## src/rtl/cipher_mode_unit.sv

```systemverilog
module cipher_mode_unit #(
  parameter int BW = 64
) (
  input  logic          clk,
  input  logic          rst_n,
  input  logic          iv_we,
  input  logic [BW-1:0] iv_data,
  input  logic          in_valid,
  output logic          in_ready,
  input  logic [BW-1:0] in_data,
  input  logic [1:0]    in_mode,
  input  logic          in_decrypt,
  output logic          core_start,
  output logic          core_encrypt,
  output logic [BW-1:0] core_din,
  input  logic          core_done,
  input  logic [BW-1:0] core_dout,
  output logic          out_valid,
  input  logic          out_ready,
  output logic [BW-1:0] out_data
);
  localparam logic [1:0] MODE_CBC = 2'b01;
  localparam logic [1:0] MODE_CFB = 2'b10;

  typedef enum logic [1:0] {S_IDLE, S_START, S_BUSY, S_HOLD} state_t;

  state_t        st;
  logic [BW-1:0] ibuf, obuf, chain;
  logic [1:0]    mode_q;
  logic          dec_q;
  logic          is_cbc, is_cfb, accept, finish, iv_ok;
  logic [BW-1:0] result, chain_nx;

  assign is_cbc = (mode_q == MODE_CBC);
  assign is_cfb = (mode_q == MODE_CFB);
  assign accept = in_valid && (st == S_IDLE);
  assign finish = core_done && (st == S_BUSY);
  assign iv_ok  = iv_we && ((st == S_IDLE) || (st == S_HOLD));

  assign in_ready     = (st == S_IDLE);
  assign out_valid    = (st == S_HOLD);
  assign out_data     = obuf;
  assign core_start   = (st == S_START);
  assign core_encrypt = is_cfb || !dec_q;
  assign core_din     = is_cfb ? chain : ((is_cbc && !dec_q) ? (ibuf ^ chain) : ibuf);

  always_comb begin
    if (is_cfb)                result = core_dout ^ ibuf;
    else if (is_cbc && dec_q)  result = core_dout ^ chain;
    else                       result = core_dout;
    if (is_cbc)                chain_nx = dec_q ? ibuf : core_dout;
    else if (is_cfb)           chain_nx = dec_q ? ibuf : result;
    else                       chain_nx = chain;
  end

  always_ff @(posedge clk) begin
    if (!rst_n) begin
      st     <= S_IDLE;
      ibuf   <= '0;
      obuf   <= '0;
      chain  <= '0;
      mode_q <= '0;
      dec_q  <= 1'b0;
    end else begin
      if (iv_ok)       chain <= iv_data;
      else if (finish) chain <= chain_nx;
      case (st)
        S_IDLE:
          if (accept) begin
            ibuf   <= in_data;
            mode_q <= in_mode;
            dec_q  <= in_decrypt;
            st     <= S_START;
          end
        S_START: st <= S_BUSY;
        S_BUSY:
          if (core_done) begin
            obuf <= result;
            st   <= S_HOLD;
          end
        S_HOLD:  if (out_ready) st <= S_IDLE;
        default: st <= S_IDLE;
      endcase
    end
  end
endmodule

```

## config.mk

```make
export PLATFORM = sky130hd
export DESIGN_NAME = cipher_mode_unit
export DESIGN_NICKNAME = d
export VERILOG_FILES = /design/src/rtl/cipher_mode_unit.sv
export SDC_FILE = /design/constraint.sdc
export NUM_CORES = 1
export LEC_CHECK = 0
export BUFFER_PORTS_ARGS = -buffer_cell sky130_fd_sc_hd__buf_2
export CAP_MARGIN = 30
export CORE_MARGIN = 2
export CORE_UTILIZATION = 40
export DETAILED_ROUTE_END_ITERATION = 8
export GPL_ROUTABILITY_DRIVEN = 1
export SYNTH_ARGS = -nofsm -noshare
export SYNTH_HDL_FRONTEND = slang
export SYNTH_SLANG_ARGS = --single-unit
```

## constraint.sdc

```tcl
create_clock -name clk -period 2 [get_ports clk]
set_input_delay 0.1 -clock clk [delete_from_list [all_inputs] [get_ports clk]]
set_output_delay 0.1 -clock clk [all_outputs]
set_load 0.02 [all_outputs]
```

# Yosys cells after proc, flatten, opt, wreduce, memory -nomap -nowiden
# Cells that the tools add are included.
[op_classes] n_addsub=0 mul=0 n_div=0 n_lt_le_gt_ge=0 n_eq_ne=8 n_shift=0 muxes=14 n_bitwise=3 reduce_logical=15
[ops] operator="$mux W64" n=10
[ops] operator="$xor A64 B64 Y64" n=3
[ops] operator="$pmux W2 S4" n=1
[ops] operator="$eq A2 B2 Y1 const B" n=3
[ops] operator="$mux W2" n=3
[ops] operator="$reduce_and A2 Y1" n=3
[ops] operator="$logic_and A1 B1 Y1" n=5
[ops] operator="$eq A2 B1 Y1 const B" n=2
[ops] operator="$ne A2 B1 Y1 const B" n=2
[ops] operator="$reduce_and A3 Y1" n=1
[ops] operator="$reduce_bool A3 Y1" n=1
[ops] operator="$logic_not A2 Y1" n=1
[ops] operator="$logic_or A1 B1 Y1" n=2
[ops] operator="$ne A2 B2 Y1 const B" n=1
[ops] operator="$reduce_bool A2 Y1" n=1
[ops] operator="$logic_not A1 Y1" n=1
[word_totals] ff_bits=197 latchBits=0 ramBits=0 romBits=0 inputBits=201 out_inout_bits=132 wordCells=46 mem_count=0

# Depth between registers and ports, before layout
# Gate-level depths: netlist (run 1).
[depth] depth_word=9 depth_mapped=8 ltp_nobuf=5

# Least setup slack after synthesis (run 1)
# OpenSTA, ideal clock, no wires.
[synth_timing] path_type="reg-to-output" start="register mode_q[0]" end="output port core_din[10]" arrival_time_ns=1.694 setup_slack_ns=0.206 stages_incl_launch_ff=9 path_cell_list="dfxtp_1 inv_1 ha_1 buf_6 inv_1 buf_4 clkbuf_1 a21oi_1 a21oi_1"
[synth_via] elab_chain_cells=4 elab_cells_between_ends=5 classes_between="eq/ne (2); mux (2); reduce/logical (1)"
[synth_lines] item="start: declaration" line_no="29" rtl="logic [1:0] mode_q;"
[synth_lines] item="start signal: assignment" line_no="71" rtl="mode_q <= in_mode;"
[synth_lines] item="$eq A2 B1 Y1" line_no="34" rtl="assign is_cbc = (mode_q == MODE_CBC);"
[synth_lines] item="$logic_and A1 B1 Y1" line_no="45" rtl="assign core_din = is_cfb ? chain : ((is_cbc && !dec_q) ? (ibuf ^ chain) : ibuf);"
[synth_lines] item="$mux W64" line_no="45"
[synth_lines] item="$mux W64 *" line_no="45"
[synth_lines] item="end: declaration" line_no="15" rtl="output logic [BW-1:0] core_din,"
# Mark *: on every way between the ends. The rest lies on a longest branch, timed or not.

# Final worst setup path (run 1)
[layout_timing] start="register mode_q[0]" end="output port core_din[56]"
# The elaborated chain is that of the path after synthesis.

==> impl_metrics.py, run 1 <==
metrics = {
    "yosys": {
        "synth_edf_count": 0,
        "ys_types": 35,
        "synth_top_area_share": 0.294,
        "synth_ff_type": "dfxtp_1",
        "synth_top_cell_by_area": "dfxtp_1",
        "synth_area_leaders": "dfxtp_1 (29%), nand2_1 (9.2%), mux2i_1 (6.9%)",
        "synth_seq_area_share": 0.294,
        "syn_nets": 1996,
        "ys_async_sr_fraction": 0,
        "synthCells": 1789,
        "synth_seq_cells": 197,
        "ys_warn_count": 0,
        "syn-mean-instance-area_um2": 7.50,
        "synth_area_um2": 13400,
    },
    "critical_path": {
        "crit_path_start": "mode_q[0]$_SDFFE_PN0P_",
        "r2r-start": "st[0]$_SDFFE_PN0P_",
        "critPathKind": "reg2out",
        "path_max_fanout": 8,
        "critPathLaunchType": "flop",
        "cp.arrival_ps": 2080,
        "endpoint_kind": "primary output",
        "slowest_delay_ps": 470,
        "required_ps": 1900,
        "cp_slowest_cell": "or3b_4",
        "crit_buf_inv": 3,
        "cp_top_family": "simple AND/OR/NAND/NOR gates",
        "worstPathCellList": "inv_2 -> ha_4 -> or3b_4 -> clkbuf_16 -> o22ai_2 -> a21oi_1 -> buf_4",
    },
    "routing": {
        "ant_nets": 0,
        "drt_pass1_iterations": 6,
        "drt_iter0_drc": 1526,
        "via_per_inst": 5.93,
        "detail_route.wl_per_cell_um": 20.3,
        "num_vias": 15545,
        "drc": 0,
        "routed_wirelength_mm": 53.2,
    },
    "sta": {
        "fmax_mhz": 459,
        "setup_viol": 64,
        "maxSlewViolCount": 0,
        "rsz0062_at_grt": "yes",
        "fin_tns_setup_ps": -7760,
        "fin_ws_ps": -177,
        "hold_violations": 0,
        "relSlewSlack": 0.642,
        "worst_pin_slew_ps": 537,
        "period_share": 1.09,
        "period_minus_slack_ps": 2180,
        "fin_skew_ps": 13.0,
    },
    "placement": {
        "portBuffers": 332,
        "gp_congestion": 0.845,
        "placed_area_um2": 15300,
        "dp_hpwl_mm": 31.8,
    },
    "floorplanning": {
        "placeableCoreArea_um2": 33300,
        "rows": 67,
        "initial_core_util": 0.403,
        "die_x_um": 187,
        "dieArea_um2": 35000,
        "io_pins": 333,
        "die_h_um": 187,
    },
    "power_and_ir_drop": {
        "peakVddDrop_v": 0.000766,
        "p_per_area_nw_per_um2": 1040,
        "p_leak_uw": 0.00714,
        "power_uw": 18800,
    },
    "global_routing": {
        "antenna_found_initial": 11,
        "grt_max_degree": 139,
        "grtUsageTotal": 0.286,
        "grt_pass1_vias": 14427,
        "grt_first_pass_wirelength_mm": 80.0,
        "grt-ovfl-total": 0,
    },
    "min_path": {
        "hp-class": "in2reg",
        "hp-start": "iv_data[43]",
    },
    "clock_tree": {
        "cts_buffer_depth": 2,
        "clk_pin_slew_ps": 80,
        "cts_root_buf": "clkbuf_16",
        "cts_tree": "done",
        "cts_buffers": 17,
        "clkSinkCount": 197,
        "htree_levels": 4,
        "clk_latency_ps": 460,
    },
    "finish": {
        "nets": 2358,
        "layout-drive-gt1-share": 0.233,
        "syn2layout_area_growth_pct": 34.2,
        "stdcell_area_um2": 18000,
        "final_util": 0.541,
    },
    "outcome": {
        "violations": "setup timing",
        "status": "finished with violations",
    },
    "flow_run": {
        "cap_viol_max_count": 0,
    },
}
## worst register-to-register path, stage by stage, from the launching register on
cell      delay, ps
dfxtp_1         370
inv_1            90
ha_1            310
and3b_2         300
and2_2          230
buf_4           220
a311oi_1        270
## final timing paths
| path | endpoint | slack, ps | cells past startpoint |
|---|---|---|---|
| max reg2reg | chain[59]$_SDFFE_PN0P_ | 120 | 6 |
| min | chain[43]$_SDFFE_PN0P_ | 10 | 3 |
| min reg2reg | out_data[37]$_SDFFE_PN0P_ | 480 | 1 |
| max | core_din[56] | -180 | 7 |
## cells in the mapped netlist, types with 6 or more instances
cell type,instances
nand2_1,328
dfxtp_1,197
o21ai_0,162
a21oi_1,161
nor2_1,128
mux2i_1,93
clkbuf_1,69
a221o_1,64
a311oi_1,64
nand3_1,64
nand3b_1,64
nor3_1,64
o2111a_1,64
nor2b_1,61
buf_2,60
inv_1,40
o22ai_2,30
buf_6,27
buf_4,15
and2b_1,8
ha_1,6
## what timing repair did
action	4_1_cts	5_1_grt
resized for setup	71	49
hold buffers	120	0
endpoints found under the setup margin	65	65
cloned	7	4
pin swaps	19	18
buffers inserted	7	3
endpoints found under the hold margin	119	0
## cell type report
class / instances / area [um^2]
Inverter: 41 / 166
Antenna cell: 8 / 20.0
Fill cell: 3150 / 15300
Multi-Input combinational cell: 1379 / 8620
Tap cell: 448 / 561
Timing Repair Buffer: 515 / 4060
Clock inverter: 10 / 144
Sequential cell: 197 / 3960
Clock buffer: 22 / 484
## sequential cells by signal, summed over array words and instances, names as in the netlist
name,cells
out_data,64
mode_q,2
ibuf,64
dec_q,1
chain,64
st,2
## cell usage in the layout (no fill, tap or decap), types with 3 or more instances in the layout
cell and count:
nand2_1 327, buf_2 287, dfxtp_1 194, o21ai_0 159
a21oi_1 145, nor2_1 128, dlygate4sd3_1 120, mux2i_1 86
nand3_1 64, o2111a_1 64, a221o_1 64, nand3b_1 64
nor3_1 64, a311oi_1 63, buf_4 62, nor2b_1 59
inv_1 37, o22ai_2 29, buf_12 25, clkbuf_16 21
a21oi_2 14, diode_2 8, and2b_1 8, buf_16 7
buf_6 6, o22ai_4 5, mux2i_4 5, ha_1 4
clkbuf_8 4, inv_2 3, o21ai_1 3, a21oi_4 3
bufinv_16 3, clkinvlp_4 3, dfxtp_4 3
## logic make-up (layout without fill, tap and decap cells)
kind of cell | count (synthesis) | after routing | synth area share
compound gates | 555 | 555 | 0.297
fa+ha+maj | 6 | 6 | 0.00559
buf+inv | 213 | 588 | 0.0857
flops | 197 | 197 | 0.294
mux | 93 | 93 | 0.0694
other cells | 0 | 8 | 0
simple gates | 725 | 725 | 0.249
## report_power, final
part	switching [uW]	leakage [uW]	internal (uW)
logic	5220	0.00522	3610
registers	1290	0.00162	4870
clock network	1690	0.000299	2120
total	8200	0.00714	10600
## metal layers
layer / GRT usage / vias to the layer above / routed length (um)
met5: 0 / - / 27
met4: 0.117 / 4 / 1560
met3: 0.0552 / 102 / 4490
met2: 0.456 / 774 / 24400
met1: 0.380 / 7428 / 22700
li1: - / 7237 / -
## metrics by stage
stage	setup WS [ps]	hold WS (ps)	std cells
after floorplan	206	236	1789
after global placement	174	339	2440
after detailed placement	151	346	2440
after CTS	-154	0.392	2606
after global routing	-252	6.86	2618
final	-177	12.9	2620
(Power assumes the default switching activity.)
==> inputs of run 2 (changes only) <==
--- a/config.mk
+++ b/config.mk
@@ -7,10 +7,14 @@
 export LEC_CHECK = 0
 export BUFFER_PORTS_ARGS = -buffer_cell sky130_fd_sc_hd__buf_2
 export CAP_MARGIN = 30
+export CELL_PAD_IN_SITES_DETAIL_PLACEMENT = 0
+export CELL_PAD_IN_SITES_GLOBAL_PLACEMENT = 1
 export CORE_MARGIN = 2
-export CORE_UTILIZATION = 40
+export CORE_UTILIZATION = 39
 export DETAILED_ROUTE_END_ITERATION = 8
 export GPL_ROUTABILITY_DRIVEN = 1
+export PLACE_DENSITY_LB_ADDON = 0.1
 export SYNTH_ARGS = -nofsm -noshare
 export SYNTH_HDL_FRONTEND = slang
 export SYNTH_SLANG_ARGS = --single-unit
+export TNS_END_PERCENT = 1
==> run 2 against run 1 <==
The flow still finishes with violations (setup timing); global-route usage down 0.55 points; critical path depth up 1; combinational power decreased by 4.1%; hold slack got worse by 1.3 ps; register-to-register slack about the same; first-iteration DRC count shrank 20%; via count fell by 3.3%; critical path type unchanged; largest cell class unchanged; highest routed layer unchanged.
==> impl_metrics.py, run 2 (synthesis results as in run 1) <==
metrics = {
    "sta": {
        "period_minus_slack_ps": 2220,
        "period_share": 1.11,
        "maxSlewViolCount": 0,
        "fin_ws_ps": -223,
        "worst_pin_slew_ps": 629,
        "setup_viol": 64,
        "rsz0062_at_grt": "yes",
        "fmax_mhz": 450,
        "relSlewSlack": 0.580,
        "fin_hold_ws_ps": 11.6,
        "hold_violations": 0,
        "fin_skew_ps": 11.1,
    },
    "floorplanning": {
        "rows": 67,
        "dieArea_um2": 35900,
        "initial_core_util": 0.398,
        "die_h_um": 190,
        "placeableCoreArea_um2": 33700,
        "io_pins": 333,
        "die_x_um": 190,
    },
    "critical_path": {
        "path_max_fanout": 5,
        "cp_slowest_cell": "dfxtp_2",
        "worstPathCellList": "buf_6 -> ha_4 -> nor2b_4 -> buf_12 -> clkbuf_16 -> mux2i_1 -> a21oi_1 -> buf_4",
        "slowest_delay_ps": 350,
        "endpoint_kind": "primary output",
        "reg2reg_depth": 6,
        "required_ps": 1900,
        "cp.arrival_ps": 2120,
        "critPathLaunchType": "flop",
        "critPathKind": "reg2out",
    },
    "clock_tree": {
        "cts_buffer_depth": 2,
        "clk_latency_ps": 450,
        "htree_levels": 4,
        "clkSinkCount": 197,
        "cts_buffers": 17,
        "cts_root_buf": "clkbuf_16",
        "clk_pin_slew_ps": 70,
        "cts_tree": "done",
    },
    "routing": {
        "routed_wirelength_mm": 53.2,
        "detail_route.wl_per_cell_um": 20.5,
        "via_per_inst": 5.79,
        "drt_iter0_drc": 1217,
        "drt_pass1_iterations": 5,
        "num_vias": 15026,
        "ant_nets": 0,
        "drc": 0,
    },
    "placement": {
        "gp_congestion": 0.840,
        "pre_cts_ws_ps": 115,
        "portBuffers": 332,
        "dp_hpwl_mm": 32.3,
    },
    "outcome": {
        "status": "finished with violations",
        "violations": "setup timing",
    },
    "power_and_ir_drop": {
        "p_per_area_nw_per_um2": 1060,
        "p_leak_uw": 0.00699,
        "peakVddDrop_v": 0.000756,
    },
    "flow_run": {
        "cap_viol_max_count": 0,
    },
    "finish": {
        "syn2layout_area_growth_pct": 31.1,
        "nets": 2332,
        "layout-drive-gt1-share": 0.226,
        "mostFrequentLayoutCells": "nand2_1 (327), buf_2 (288), dfxtp_1 (194)",
        "fillCellCount": 3346,
        "final_common_cell": "nand2_1",
    },
    "global_routing": {
        "grt_pass1_vias": 13865,
        "antenna_found_initial": 10,
        "grt_first_pass_wirelength_mm": 79.2,
        "grt-ovfl-total": 0,
        "grt_max_degree": 98,
        "grtUsageTotal": 0.281,
    },
    "min_path": {
        "min_path_cells": 3,
        "hp-class": "in2reg",
    },
}
run 2: changes by cell type in the layout (fill, tap and decap cells not counted), sizes merged:
cell | previous run | this run
buf | 389 | 382
bufbuf | 2 | 0
bufinv | 3 | 5
clkbuf | 26 | 28
clkinv | 2 | 3
clkinvlp | 3 | 1
diode | 8 | 10
dlygate4sd3 | 120 | 100
inv | 43 | 41
run 2: report_power, final:
| part | switching, uW | internal, uW |
|---|---|---|
| clock | 1640 | 2350 |
| sequential | 1290 | 4870 |
| combinational | 5070 | 3400 |
| total | 7990 | 10600 |
run 2: path summary, 6_finish.rpt:
| kind | slack [ps] | to | from |
|---|---|---|---|
| worst max-delay path | -220 | core_din[13] | mode_q[0]$_SDFFE_PN0P_ |
| worst min-delay path | 10 | chain[36]$_SDFFE_PN0P_ | iv_data[36] |
| worst max register to register | 110 | chain[2]$_SDFFE_PN0P_ | st[1]$_SDFFE_PN0P_ |
| worst min register to register | 480 | mode_q[0]$_SDFFE_PN0P_ | mode_q[0]$_SDFFE_PN0P_ |
run 2: stage by stage:
| stage | utilization | TNS (ps) | area (um^2) | cells | power, uW |
|---|---|---|---|---|---|
| 2_1_floorplan | - | 0 | 13400 | 1789 | 11100 |
| 3_3_place_gp | 0.456 | 0 | 15400 | 2441 | 13700 |
| 3_5_place_dp | 0.456 | 0 | 15400 | 2441 | 13800 |
| 4_1_cts | 0.510 | -11750 | 17200 | 2576 | 18200 |
| 5_1_grt | 0.522 | -16660 | 17600 | 2587 | 19700 |
| 6_report | 0.522 | -11130 | 17600 | 2594 | 18600 |
run 2: worst max-delay path: cells and delay by family (launching register included):
kind	cells	cell delay [ps]
AOI/OAI and AO/OA	1	220
buffers and inverters	4	650
DFF	1	350
muxes	1	80
and+or+nand+nor	1	210
adders and majority gates	1	150
run 2: final cells by class:
| class | instances | area, um^2 | area share |
|---|---|---|---|
| clock inverters | 9 | 173 | 0.00981 |
| well taps | 448 | 561 | 0.0319 |
| inverters | 41 | 156 | 0.00889 |
| flip-flops and latches | 197 | 3950 | 0.224 |
| clock buffers | 21 | 482 | 0.0274 |
| repair buffers | 489 | 3770 | 0.214 |
| multi-input cells | 1379 | 8480 | 0.482 |
| diodes | 10 | 25.0 | 0.00142 |
run 2: routing by layer:
metal | share of wire | global-route usage
met1 | 0.44 | 0.372
met2 | 0.46 | 0.462
met3 | 0.079 | 0.0639
met4 | 0.019 | 0.0707
met5 | 0.00051 | 0
run 2: repair_timing:
action	4_1_cts	5_1_grt
hold buffers	100	0
pin swaps	9	23
endpoints found under the setup margin	64	67
resized for setup	24	60
buffers inserted	2	1
endpoints found under the hold margin	100	0
gates cloned	3	7
==> inputs of run 3 (changes only) <==
--- a/config.mk
+++ b/config.mk
@@ -13,7 +13,7 @@
 export CORE_UTILIZATION = 39
 export DETAILED_ROUTE_END_ITERATION = 8
 export GPL_ROUTABILITY_DRIVEN = 1
-export PLACE_DENSITY_LB_ADDON = 0.1
+export PLACE_DENSITY_LB_ADDON = 0.08
 export SYNTH_ARGS = -nofsm -noshare
 export SYNTH_HDL_FRONTEND = slang
 export SYNTH_SLANG_ARGS = --single-unit
==> run 3 against run 2 <==
Non-clock buffer count increased by 20; the run still ends with setup timing left; wire length up 1.8%; largest power group unchanged; core utilization grew 1.5 points; critical path depth down 1; via count up 0.91%; clock skew about the same.
==> impl_metrics.py, run 3 (synthesis results as in run 1) <==
metrics = {
    "outcome": {
        "status": "finished with violations",
        "violations": "setup timing",
    },
    "floorplanning": {
        "io_pins": 333,
        "rows": 67,
        "dieArea_um2": 35900,
        "placeableCoreArea_um2": 33700,
        "die_x_um": 190,
        "die_h_um": 190,
        "initial_core_util": 0.398,
    },
    "sta": {
        "hold_violations": 0,
        "fin_skew_ps": 10.8,
        "period_share": 1.10,
        "period_minus_slack_ps": 2200,
        "worst_pin_slew_ps": 464,
        "rsz0062_at_grt": "yes",
        "maxSlewViolCount": 0,
        "relSlewSlack": 0.690,
        "fmax_mhz": 454,
        "fin_ws_ps": -201,
        "fin_tns_setup_ps": -10150,
        "setup_viol": 65,
    },
    "routing": {
        "drt_pass1_iterations": 6,
        "num_vias": 15162,
        "drc": 0,
        "via_per_inst": 5.80,
        "routed_wirelength_mm": 54.2,
        "ant_nets": 0,
        "detail_route.wl_per_cell_um": 20.7,
        "drt_iter0_drc": 1068,
    },
    "clock_tree": {
        "clkSinkCount": 197,
        "cts_root_buf": "clkbuf_16",
        "htree_levels": 4,
        "clk_pin_slew_ps": 80,
        "cts_tree": "done",
        "clk_latency_ps": 450,
        "cts_buffer_depth": 2,
        "cts_buffers": 17,
    },
    "power_and_ir_drop": {
        "p_leak_uw": 0.00712,
        "peakVddDrop_v": 0.000881,
        "p_per_area_nw_per_um2": 1050,
    },
    "min_path": {
        "hp-class": "in2reg",
    },
    "placement": {
        "gp_congestion": 0.843,
        "dp_hpwl_mm": 32.7,
        "pre_cts_ws_ps": 73.0,
        "portBuffers": 332,
        "placed_area_um2": 15400,
    },
    "critical_path": {
        "required_ps": 1900,
        "endpoint_kind": "primary output",
        "cp.arrival_ps": 2100,
        "path_max_fanout": 18,
        "critPathLaunchType": "flop",
        "critPathKind": "reg2out",
    },
    "finish": {
        "layout-drive-gt1-share": 0.242,
        "final_common_cell": "nand2_1",
        "nets": 2352,
        "mostFrequentLayoutCells": "nand2_1 (327), buf_2 (280), dfxtp_1 (194)",
        "final_util": 0.537,
        "syn2layout_area_growth_pct": 34.9,
        "stdcell_area_um2": 18100,
        "fillCellCount": 3285,
    },
    "global_routing": {
        "grt_pass1_vias": 14556,
        "grt_first_pass_wirelength_mm": 82.7,
        "antenna_found_initial": 10,
        "grt_max_degree": 78,
        "grtUsageTotal": 0.294,
        "grt-ovfl-total": 0,
    },
    "flow_run": {
        "cap_viol_max_count": 0,
    },
}
-- run 3: cell count changes in the layout (fill, tap and decap cells not counted), moves of 5 or more --
| cell | change |
|---|---|
| o22ai_4 | +18 |
| buf_6 | +11 |
| buf_2 | -8 |
| o22ai_2 | -13 |
| a21oi_1 | -24 |
| a21oi_2 | +24 |
| dlygate4sd3_1 | +12 |
| clkbuf_16 | -7 |
| buf_12 | +7 |
| o22ai_1 | -5 |
-- run 3: timing repair --
action                                  in CTS  in global routing
endpoints found under the hold margin      112                  0
endpoints found under the setup margin      64                100
pin swaps                                   42                  1
hold buffers                               112                  0
buffers inserted                             8                  0
gates cloned                                 7                  1
resized for setup                           93                 64
-- run 3: final cells by class --
type	count	area [um^2]	area share
antenna	7	17.5	0.000967
sequential	197	3950	0.218
clock inverter	7	119	0.00656
tap	448	561	0.0310
clock buffer	24	512	0.0283
inverter	41	166	0.00919
timing repair buffer	509	4070	0.225
multi-input combinational	1379	8710	0.481
-- run 3: path summary, 6_finish.rpt --
check                             from                   endpoint  slack, ps  cells after the start
max             mode_q[0]$_SDFFE_PN0P_               core_din[22]       -200                      7
min                         iv_data[4]      chain[4]$_SDFFE_PN0P_         20                      3
max reg2reg         st[0]$_SDFFE_PN0P_     chain[25]$_SDFFE_PN0P_         90                      6
min reg2reg  out_data[29]$_SDFFE_PN0P_  out_data[29]$_SDFFE_PN0P_        490                      1
-- run 3: metrics by stage --
| step | instances | hold slack (ps) | power (uW) |
|---|---|---|---|
| detailed placement | 2446 | 347 | 13900 |
| finish | 2612 | 19.1 | 19000 |
| floorplan | 1789 | 236 | 11100 |
| CTS | 2604 | 0.0648 | 18600 |
| global route | 2610 | 22.4 | 20100 |
| global placement | 2446 | 344 | 13800 |
-- run 3: worst max-delay path, cell delays in order, from the launching register on --
cell and delay [ps]:
dfxtp_4 360, inv_2 60, ha_4 160, buf_6 180, clkinv_8 150, bufbuf_16 340, a21oi_2 190, buf_2 190
-- run 3: metal layers --
metal  up-vias  wire [um]  global-route usage
li1       7220          -                   -
met1      7367      23800               0.382
met2       499      25600               0.490
met3        70       3460              0.0469
met4         6       1210               0.109
met5         -         30                   0
-- run 3: where the power goes --
group	internal (uW)	switching [uW]
Sequential	4870	1350
Combinational	3710	5280
Clock	2170	1640
